--- src/rtl/nsg_pkg.sv ---
package nsg_pkg;
  localparam int CNT_W = 5;
  localparam int NF    = 7;
  localparam int WORD_W = 26;

  localparam int F_WL = 0;
  localparam int F_WH = 1;
  localparam int F_RL = 2;
  localparam int F_RH = 3;
  localparam int F_TA = 4;
  localparam int F_BD = 5;
  localparam int F_CE = 6;

  localparam int FLD_LSB [NF] = '{0, 4, 8, 12, 16, 19, 24};
  localparam int FLD_W   [NF] = '{4, 4, 4, 4, 3, 5, 2};

  typedef logic [NF-1:0][CNT_W-1:0] len_vec_t;

  typedef enum logic [1:0] {
    ACC_READ  = 2'd0,
    ACC_WRITE = 2'd1,
    ACC_CMD   = 2'd2,
    ACC_ADDR  = 2'd3
  } acc_e;

  typedef enum logic [2:0] {
    ST_IDLE, ST_GAP, ST_SETUP, ST_LOW, ST_HIGH, ST_BUSY, ST_WAIT
  } st_e;

  function automatic logic [CNT_W-1:0] less_one(input logic [CNT_W-1:0] v);
    return v - CNT_W'(1);
  endfunction
endpackage

--- src/rtl/nsg_word_decode.sv ---
module nsg_word_decode
  import nsg_pkg::*;
(
  input  logic              clk,
  input  logic              rst,
  input  logic              take,
  input  logic [WORD_W-1:0] word_in,
  output len_vec_t          len
);
  logic [WORD_W-1:0] word_q;
  logic [WORD_W-1:0] word_sel;

  always_ff @(posedge clk) begin
    if (rst) word_q <= '0;
    else if (take) word_q <= word_in;
  end

  // While idle the live word feeds the first phase load; afterwards the frozen copy.
  assign word_sel = take ? word_in : word_q;

  for (genvar g = 0; g < NF; g++) begin : g_field
    localparam int LSB = FLD_LSB[g];
    localparam int W   = FLD_W[g];
    logic [CNT_W-1:0] raw;
    assign raw    = CNT_W'(word_sel[LSB +: W]);
    assign len[g] = (raw == '0) ? CNT_W'(1) : raw;
  end
endmodule

--- src/rtl/nsg_phase_cnt.sv ---
module nsg_phase_cnt #(
  parameter int W = 5
) (
  input  logic         clk,
  input  logic         rst,
  input  logic         load,
  input  logic [W-1:0] load_val,
  output logic         zero
);
  logic [W-1:0] cnt_q;

  always_ff @(posedge clk) begin
    if (rst) cnt_q <= '0;
    else if (load) cnt_q <= load_val;
    else if (cnt_q != '0) cnt_q <= cnt_q - W'(1);
  end

  assign zero = (cnt_q == '0);
endmodule

--- src/rtl/nsg_ctrl.sv ---
module nsg_ctrl
  import nsg_pkg::*;
(
  input  logic             clk,
  input  logic             rst,
  input  logic             start,
  input  logic [1:0]       acc_type,
  input  logic             op_launch,
  input  logic             rdy_busy,
  input  len_vec_t         len,
  input  logic             cnt_zero,
  output logic             cnt_load,
  output logic [CNT_W-1:0] cnt_val,
  output logic             word_take,
  output logic             nce_n,
  output logic             nre_n,
  output logic             nwe_n,
  output logic             cle,
  output logic             ale,
  output logic             capture,
  output logic             done,
  output logic             idle
);
  st_e  st_q, st_d;
  acc_e type_q, type_nx;
  logic launch_q, seen_q, last_rd_q;
  logic take_start, in_rd, act_d;

  assign take_start = (st_q == ST_IDLE) && start;
  assign in_rd      = (acc_e'(acc_type) == ACC_READ);
  assign type_nx    = take_start ? acc_e'(acc_type) : type_q;
  assign word_take  = (st_q == ST_IDLE);

  always_comb begin
    st_d     = st_q;
    cnt_load = 1'b0;
    cnt_val  = '0;
    unique case (st_q)
      ST_IDLE: if (start) begin
        cnt_load = 1'b1;
        if (seen_q && (last_rd_q != in_rd)) begin
          st_d    = ST_GAP;
          cnt_val = less_one(len[F_TA]);
        end else begin
          st_d    = ST_SETUP;
          cnt_val = less_one(len[F_CE]);
        end
      end
      ST_GAP: if (cnt_zero) begin
        st_d = ST_SETUP; cnt_load = 1'b1; cnt_val = less_one(len[F_CE]);
      end
      ST_SETUP: if (cnt_zero) begin
        st_d = ST_LOW; cnt_load = 1'b1;
        cnt_val = less_one((type_q == ACC_READ) ? len[F_RL] : len[F_WL]);
      end
      ST_LOW: if (cnt_zero) begin
        st_d = ST_HIGH; cnt_load = 1'b1;
        cnt_val = less_one((type_q == ACC_READ) ? len[F_RH] : len[F_WH]);
      end
      ST_HIGH: if (cnt_zero) begin
        if (launch_q) begin
          st_d = ST_BUSY; cnt_load = 1'b1; cnt_val = less_one(len[F_BD]);
        end else begin
          st_d = ST_IDLE;
        end
      end
      ST_BUSY: if (cnt_zero) st_d = ST_WAIT;
      ST_WAIT: if (rdy_busy) st_d = ST_IDLE;
      default: st_d = ST_IDLE;
    endcase
  end

  assign act_d = (st_d == ST_SETUP) || (st_d == ST_LOW) || (st_d == ST_HIGH);

  always_ff @(posedge clk) begin
    if (rst) begin
      st_q      <= ST_IDLE;
      type_q    <= ACC_READ;
      launch_q  <= 1'b0;
      seen_q    <= 1'b0;
      last_rd_q <= 1'b0;
      nce_n     <= 1'b1;
      nre_n     <= 1'b1;
      nwe_n     <= 1'b1;
      cle       <= 1'b0;
      ale       <= 1'b0;
      capture   <= 1'b0;
      done      <= 1'b0;
      idle      <= 1'b1;
    end else begin
      st_q <= st_d;
      if (take_start) begin
        type_q    <= acc_e'(acc_type);
        launch_q  <= op_launch;
        seen_q    <= 1'b1;
        last_rd_q <= in_rd;
      end
      nce_n   <= !act_d;
      nre_n   <= !((st_d == ST_LOW) && (type_nx == ACC_READ));
      nwe_n   <= !((st_d == ST_LOW) && (type_nx != ACC_READ));
      cle     <= act_d && (type_nx == ACC_CMD);
      ale     <= act_d && (type_nx == ACC_ADDR);
      capture <= (st_q == ST_LOW) && cnt_zero && (type_q == ACC_READ);
      done    <= (st_q == ST_HIGH) && cnt_zero;
      idle    <= (st_d == ST_IDLE);
    end
  end

  assert_strobe_excl_R12: assert property (@(posedge clk) disable iff (rst)
    !(!nre_n && !nwe_n));
  assert_strobe_in_ce_R12: assert property (@(posedge clk) disable iff (rst)
    (!nre_n || !nwe_n) |-> !nce_n);
  assert_capture_on_rise_R6: assert property (@(posedge clk) disable iff (rst)
    capture |-> $rose(nre_n));
  assert_done_single_R7: assert property (@(posedge clk) disable iff (rst)
    done |=> !done);
  assert_done_releases_ce_R7: assert property (@(posedge clk) disable iff (rst)
    done |-> nce_n);
  assert_start_ignored_R10: assert property (@(posedge clk) disable iff (rst)
    (!idle && start) |=> (type_q == $past(type_q)));
  assert_busy_not_idle_R9: assert property (@(posedge clk) disable iff (rst)
    (st_q == ST_BUSY) |-> !idle);
endmodule

--- src/rtl/nand_strobe_gen.sv ---
module nand_strobe_gen
  import nsg_pkg::*;
(
  input  logic              clk,
  input  logic              rst,
  input  logic              start,
  input  logic [1:0]        acc_type,
  input  logic              op_launch,
  input  logic [WORD_W-1:0] timing_word,
  input  logic              rdy_busy,
  output logic              nce_n,
  output logic              nre_n,
  output logic              nwe_n,
  output logic              cle,
  output logic              ale,
  output logic              capture,
  output logic              done,
  output logic              idle
);
  len_vec_t         len;
  logic             word_take;
  logic             cnt_load;
  logic [CNT_W-1:0] cnt_val;
  logic             cnt_zero;

  nsg_word_decode u_dec (
    .clk(clk), .rst(rst), .take(word_take), .word_in(timing_word), .len(len)
  );

  nsg_phase_cnt #(.W(CNT_W)) u_cnt (
    .clk(clk), .rst(rst), .load(cnt_load), .load_val(cnt_val), .zero(cnt_zero)
  );

  nsg_ctrl u_ctrl (
    .clk(clk), .rst(rst), .start(start), .acc_type(acc_type),
    .op_launch(op_launch), .rdy_busy(rdy_busy), .len(len),
    .cnt_zero(cnt_zero), .cnt_load(cnt_load), .cnt_val(cnt_val),
    .word_take(word_take), .nce_n(nce_n), .nre_n(nre_n), .nwe_n(nwe_n),
    .cle(cle), .ale(ale), .capture(capture), .done(done), .idle(idle)
  );
endmodule

--- config.mk ---
export PLATFORM = sky130hd
export DESIGN_NAME = nand_strobe_gen
export DESIGN_NICKNAME = d
export VERILOG_FILES = /design/src/rtl/nsg_pkg.sv /design/src/rtl/nsg_word_decode.sv /design/src/rtl/nsg_phase_cnt.sv /design/src/rtl/nsg_ctrl.sv /design/src/rtl/nand_strobe_gen.sv
export SDC_FILE = /design/constraint.sdc
export NUM_CORES = 1
export LEC_CHECK = 0
export ABC_AREA = 1
export BUFFER_PORTS_ARGS = -buffer_cell sky130_fd_sc_hd__buf_2
export CORE_MARGIN = 3
export CORE_UTILIZATION = 35
export CTS_CLUSTER_DIAMETER = 100
export DETAILED_ROUTE_END_ITERATION = 7
export MAX_ROUTING_LAYER = met4
export SYNTH_ARGS = -nofsm -noshare
export SYNTH_HDL_FRONTEND = slang
export SYNTH_SLANG_ARGS = --single-unit
--- constraint.sdc ---
create_clock -name clk -period 4.92 [get_ports clk]
set_input_delay 0.984 -clock clk [delete_from_list [all_inputs] [get_ports clk]]
set_output_delay 0.984 -clock clk [all_outputs]
set_load 0.02 [all_outputs]
======== After elaboration in Yosys (flattened, before gate mapping) ========
Index checks and enable logic that the tools add are counted.
word-level totals
  memories ................................ 0
  bits of input ports ..................... 33
  latch bits .............................. 0
  ROM bits ................................ 0
  memory bits (writable) .................. 0
  flip-flop bits (word level) ............. 47
operators by class
  multipliers ............................. 0
  bitwise gates (word level) .............. 0
  div/mod/pow operators ................... 0
  shift-type cells ........................ 0
  $lt $le $gt $ge ......................... 0
  muxes and demuxes ....................... 36
  add/sub/neg operators ................... 6
  eq/ne operators ......................... 12
  reductions and logical operators ........ 31
operators with widths
  kind                 number
  $mux 5               10
  $logic_not 5->1      8
  $mux 3               9
  $mux 26              1
  $pmux 5 s5           1
  $mux 4               6
  $pmux 3 s7           1
  $sub 5x1->5 const B  4
  $eq 3x2->1 const B   4
  $eq 3x3->1 const B   4
  $logic_and 1x1->1    9
  $logic_not 2->1      3
  $logic_not 3->1      2
  $mux 2               3
  $reduce_bool 5->1    1
  $eq 2x2->1 const B   2
  $mux 1               4
  $reduce_bool 2->1    2
  $sub 3x1->4 const B  1
  $eq 3x1->1 const B   1
  $logic_not 1->1      3
  $pmux 1 s3           1
  $reduce_or 3->1      1
  $sub 2x1->3 const B  1
  other kinds (2)      3

======== Logic depth before layout (Yosys ltp) ========
  word-level depth ........................ 10
  mapped depth ............................ 17

======== Modules after synthesis ========
Synthesis repeated with hierarchy kept, for this count alone.
unflattened totals
  cell total of the unflattened synthesis .. 451
  area total of the unflattened synthesis .. 2,970.3 µm²
modules (own cells, without submodules)
  module           times used  sequential area each (µm²)  cells each  area an instance (µm²)
  nsg_ctrl         1           320.3                       238         1,443.9
  nsg_word_decode  1           520.5                       171         1,236.2
  nsg_phase_cnt    1           100.1                       42          290.3

======== Least setup slack after synthesis ========
No wires, ideal clock.
  kind .................................... input port to flip-flop
  start point ............................. input timing_word[6]
  end point ............................... register u_cnt.cnt_q[1]
  setup time .............................. 113 ps
  slack ................................... 2,542 ps
  buffers on the path ..................... 0
  stages .................................. 12
  data required time ...................... 4,807 ps
  arrival time ............................ 2,265 ps
  cell sequence ........................... nand3b_1 > nand2_1 > nand2_1 > nor2_1 > nor2_2 > and2_1 > ha_1 > o22ai_1 > nor3_2 > nand3_1 > o21ai_1 > inv_1
on the way
  longest elaborated chain between the ends .. 8
ends and longest elaborated chain
  what                  RTL line               text
  from (decl)           nand_strobe_gen.sv:9   input logic [WORD_W-1:0] timing_word,
  $mux 26               nsg_word_decode.sv:19  assign word_sel = take ? word_in : word_q;
  $logic_not 5->1       nsg_word_decode.sv:26  assign len[g] = (raw == '0) ? CNT_W'(1) : raw;
  $mux 4                nsg_word_decode.sv:26
  $mux 4                nsg_ctrl.sv:58         cnt_val = less_one((type_q == ACC_READ) ? len[F_RH] : len[F_WH]);
  $sub 5x1->5           nsg_pkg.sv:31          return v - CNT_W'(1);
  $mux 5                nsg_ctrl.sv:56         ST_LOW: if (cnt_zero) begin
  $pmux 5 s5            nsg_ctrl.sv:38         unique case (st_q)
  $mux 5                nsg_phase_cnt.sv:14    else if (load) cnt_q <= load_val;
  to (signal assigned)  nsg_phase_cnt.sv:14
  to (signal assigned)  nsg_phase_cnt.sv:15    else if (cnt_q != '0) cnt_q <= cnt_q - W'(1);
  to (decl)             nsg_phase_cnt.sv:10    logic [W-1:0] cnt_q;
Every way passes these cells.
A chain may end at the register's enable or synchronous reset.

======== Final worst setup path ========
  start point ............................. register u_ctrl.st_q[1]
  end point ............................... register u_cnt.cnt_q[1]
on the way
  longest elaborated chain between the ends .. 9
  elaborated cells between the ends (all ways) .. 39
  those cells by class .................... add/sub: 5; eq/ne: 4; mux: 20; reduce/logical: 10
ends and longest elaborated chain
  what                                       RTL line                        text
  from (decl)                                nsg_ctrl.sv:24                  st_e st_q, st_d;
  from (signal assigned)                     nsg_ctrl.sv:91                  st_q <= st_d;
  $logic_not 3->1                            nsg_ctrl.sv:32, nsg_ctrl.sv:38
  $mux 26                                    nsg_word_decode.sv:19
  $logic_not 5->1                            nsg_word_decode.sv:26
  $mux 5, or another cell as far along       nsg_word_decode.sv:26
  $sub 5x1->5, or another cell as far along  nsg_pkg.sv:31
  $mux 5, or another cell as far along       nsg_ctrl.sv:61                  if (launch_q) begin
  $mux 5, on equally long branches           n/a
  $pmux 5 s5                                 nsg_ctrl.sv:38
  $mux 5                                     nsg_phase_cnt.sv:14
Parallel ways exist; a longest one is shown, timed or not.

==> metrics.txt <==
VDD IR max ~0.2 mV; CTS buffer count 5; endpoints failing setup 0; crit path time final ~2.9 ns; post-layout util 42.3%; gr usage total 15.4%; clk sinks 47; synth unique cells 36; Worst Path Arrival between 3 and 4 ns; PD cells around 640 mW/mm2; slew at the pin closest to its max-slew limit about 0.74 ns; IO Port Bufs 40; drt total wl approximately 6 mm; register area share after synthesis 36.7%; Die Ht between 90 and 100 um; Synth Warn # 0; antenna violations before repair 0; CTS clk-pin slew, worst paths 0.10 ns; Hold Fails Final Rpt 0; setup TNS 0 ns; DR pass1 iterations 4; Reg-to-Reg Start u_ctrl.st_q[1]$_SDFF_PP0_; Routed WL per cell approximately 12 um; setup bufs post-CTS 0; Placed Cells between 500 and 600; Final Cell Area 0.00294 mm2; GRT overflow 0; hpwl dp about 4.5 mm; Critical Path RT 5.13 ns; CTS Buffer Depth 2; Final ANT Viol Nets 0; drt initial violations roughly 110; Cell Rows 30; pin count of the biggest net entering global routing 39; area grow syn2layout 14.8%; vias in the first global route 2,283; number of I/O pins between 40 and 50; crit path max fanout 38; RePlAce Congestion 0.886; EDFF count, synth 0; #FFs+latches synth 47; worst hold margin ~0.47 ns; CTS H-Tree Depth 2; status finished, final reports clean; reg2reg setup slack between 1.5 and 2 ns; vias per std cell about 4.7; post_cts resized 0; leakage 0.00144 uW; Crit Path Category reg2reg; MaxCap Viol Count 0; # nets final between 400 and 500; synthesized cell area 0.00256 mm2; synthesized instance count between 300 and 400; Fin Clk Skew between 0.01 and 0.015 ns; period utilization between 50% and 60%; share of synthesized flip-flops with an asynchronous set or reset 0%; HP Class reg2reg; Max Clock Freq around 0.34 GHz; Slew Limit Fails 0; net count after synthesis between 400 and 500; first-pass GRT wire length a little over 10 mm; Placeable Area roughly 0.007 mm2; Startpoint Class flop; Max-slew headroom around half; worst-skew pair later-pin latency between 0.3 and 0.4 ns; die area approximately 0.0084 mm2; Most used DFF post-synth dfxtp_1; fillers roughly 760; DRC Markers 0; CTS tree yes; root buf cell clkbuf_8; Die W about 90 um; n_diodes 0; Worst setup startpoint u_ctrl.st_q[1]$_SDFF_PP0_; Placed Instance Area around 0.0028 mm2; Vias 2,432; Hold Buf Count CTS 0; unrepaired setup endpoints after global routing no; share of cells above drive strength 1 between 15 and 20%; Synth Area per Inst between 6 and 7 um2; Cell Count, Final, Fillers Out ~520; hold_sp u_dec.word_q[22]$_SDFF_PP0_; CP endpoint kind flop; Initial Util ~37%
==> cells in the mapped netlist (3+ instances only) <==
master | n | area, um2
a21oi_1 | 10 | 50.1
buf_2 | 3 | 15.0
buf_6 | 3 | 33.8
clkbuf_1 | 3 | 11.3
dfxtp_1 | 47 | 941
ha_1 | 5 | 62.6
inv_1 | 55 | 206
inv_2 | 3 | 11.3
nand2_1 | 83 | 312
nand2_2 | 5 | 31.3
nand3_1 | 31 | 155
nand3b_1 | 11 | 82.6
nand4_1 | 3 | 18.8
nor2_1 | 58 | 218
nor2_2 | 3 | 18.8
nor3_1 | 6 | 30.0
o21ai_0 | 15 | 75.1
o21ai_1 | 12 | 60.1
o21ai_2 | 4 | 35.0
xnor2_1 | 3 | 26.3
xor2_1 | 3 | 26.3
==> metrics by stage <==
step / worst slack [ns] / total power [uW]
after floorplan: 2.54 / 1370
after global placement: 2.04 / 1540
after detailed placement: 1.98 / 1550
after CTS: 1.96 / 1900
after global routing: 1.62 / 2070
final: 1.98 / 1880
==> metal layers <==
metal  vias up  GRT usage [%]  share of wire, %
met4         0           4.15              0.77
li1       1280              -                 -
met5         -              -                 0
met2        55           23.9                45
met3         5           2.82               5.5
met1      1092           20.5                49
==> power by group <==
group          leakage, uW  switching, uW  internal [uW]
Clock            0.0000644            140            203
Sequential        0.000389           42.9            495
Combinational     0.000982            665            337
==> worst max-delay path, stage by stage (launching register included) <==
cell	delay (ns)
dfxtp_1	0.35
nor2_4	0.34
nand2_2	0.52
o21ai_1	0.43
nand3_1	0.11
nand2_1	0.07
nand2_1	0.08
and2_1	0.15
ha_1	0.27
o22ai_1	0.09
nor3_2	0.16
nand3_1	0.09
o21ai_1	0.13
inv_1	0.05
==> path summary, 6_finish.rpt <==
kind | cells past startpoint | end
worst max-delay path | 13 | u_cnt.cnt_q[1]$_SDFFE_PP0P_
worst max register to register | 13 | u_cnt.cnt_q[1]$_SDFFE_PP0P_
worst min register to register | 2 | u_dec.word_q[22]$_SDFF_PP0_
worst min-delay path | 2 | u_dec.word_q[22]$_SDFF_PP0_
==> placed cells by master, fill, tap and decap left out, drive strengths merged, types with 8 or more instances in the layout <==
cell type / n
buf: 40
nor3: 8
nand3: 31
nor2: 63
nand3b: 11
inv: 58
dfxtp: 47
nand2: 88
a21oi: 10
o21ai: 31
==> final cells by class <==
cell class / count / area (um2) / area share (%)
clock buffer: 5 / 68.8 / 2.34
sequential: 47 / 941 / 32.0
tap: 96 / 120 / 4.09
multi-input combinational: 267 / 1320 / 44.9
clock inverter: 3 / 67.6 / 2.30
inverter: 59 / 221 / 7.54
timing repair buffer: 40 / 200 / 6.81
==> cell families (layout without fill, tap and decap cells) <==
group | count (synthesis) | count (layout) | synth area share, %
simple gates | 209 | 209 | 36.7
fa+ha+maj | 5 | 5 | 2.44
xor+xnor | 6 | 6 | 2.05
flops | 47 | 47 | 36.7
compound gates | 47 | 47 | 10.4
buf+inv | 71 | 107 | 11.7
==> flip-flops by register name, summed over array words and instances, names as in the netlist <==
name,flops
u_ctrl.cle,1
u_ctrl.type_q,2
u_ctrl.idle,1
u_ctrl.capture,1
u_ctrl.nce_n,1
u_cnt.cnt_q,5
u_ctrl.done,1
u_ctrl.seen_q,1
u_ctrl.launch_q,1
u_ctrl.nre_n,1
u_ctrl.st_q,3
u_ctrl.last_rd_q,1
u_dec.word_q,26
u_ctrl.ale,1
u_ctrl.nwe_n,1
(Power assumes the default switching activity.)
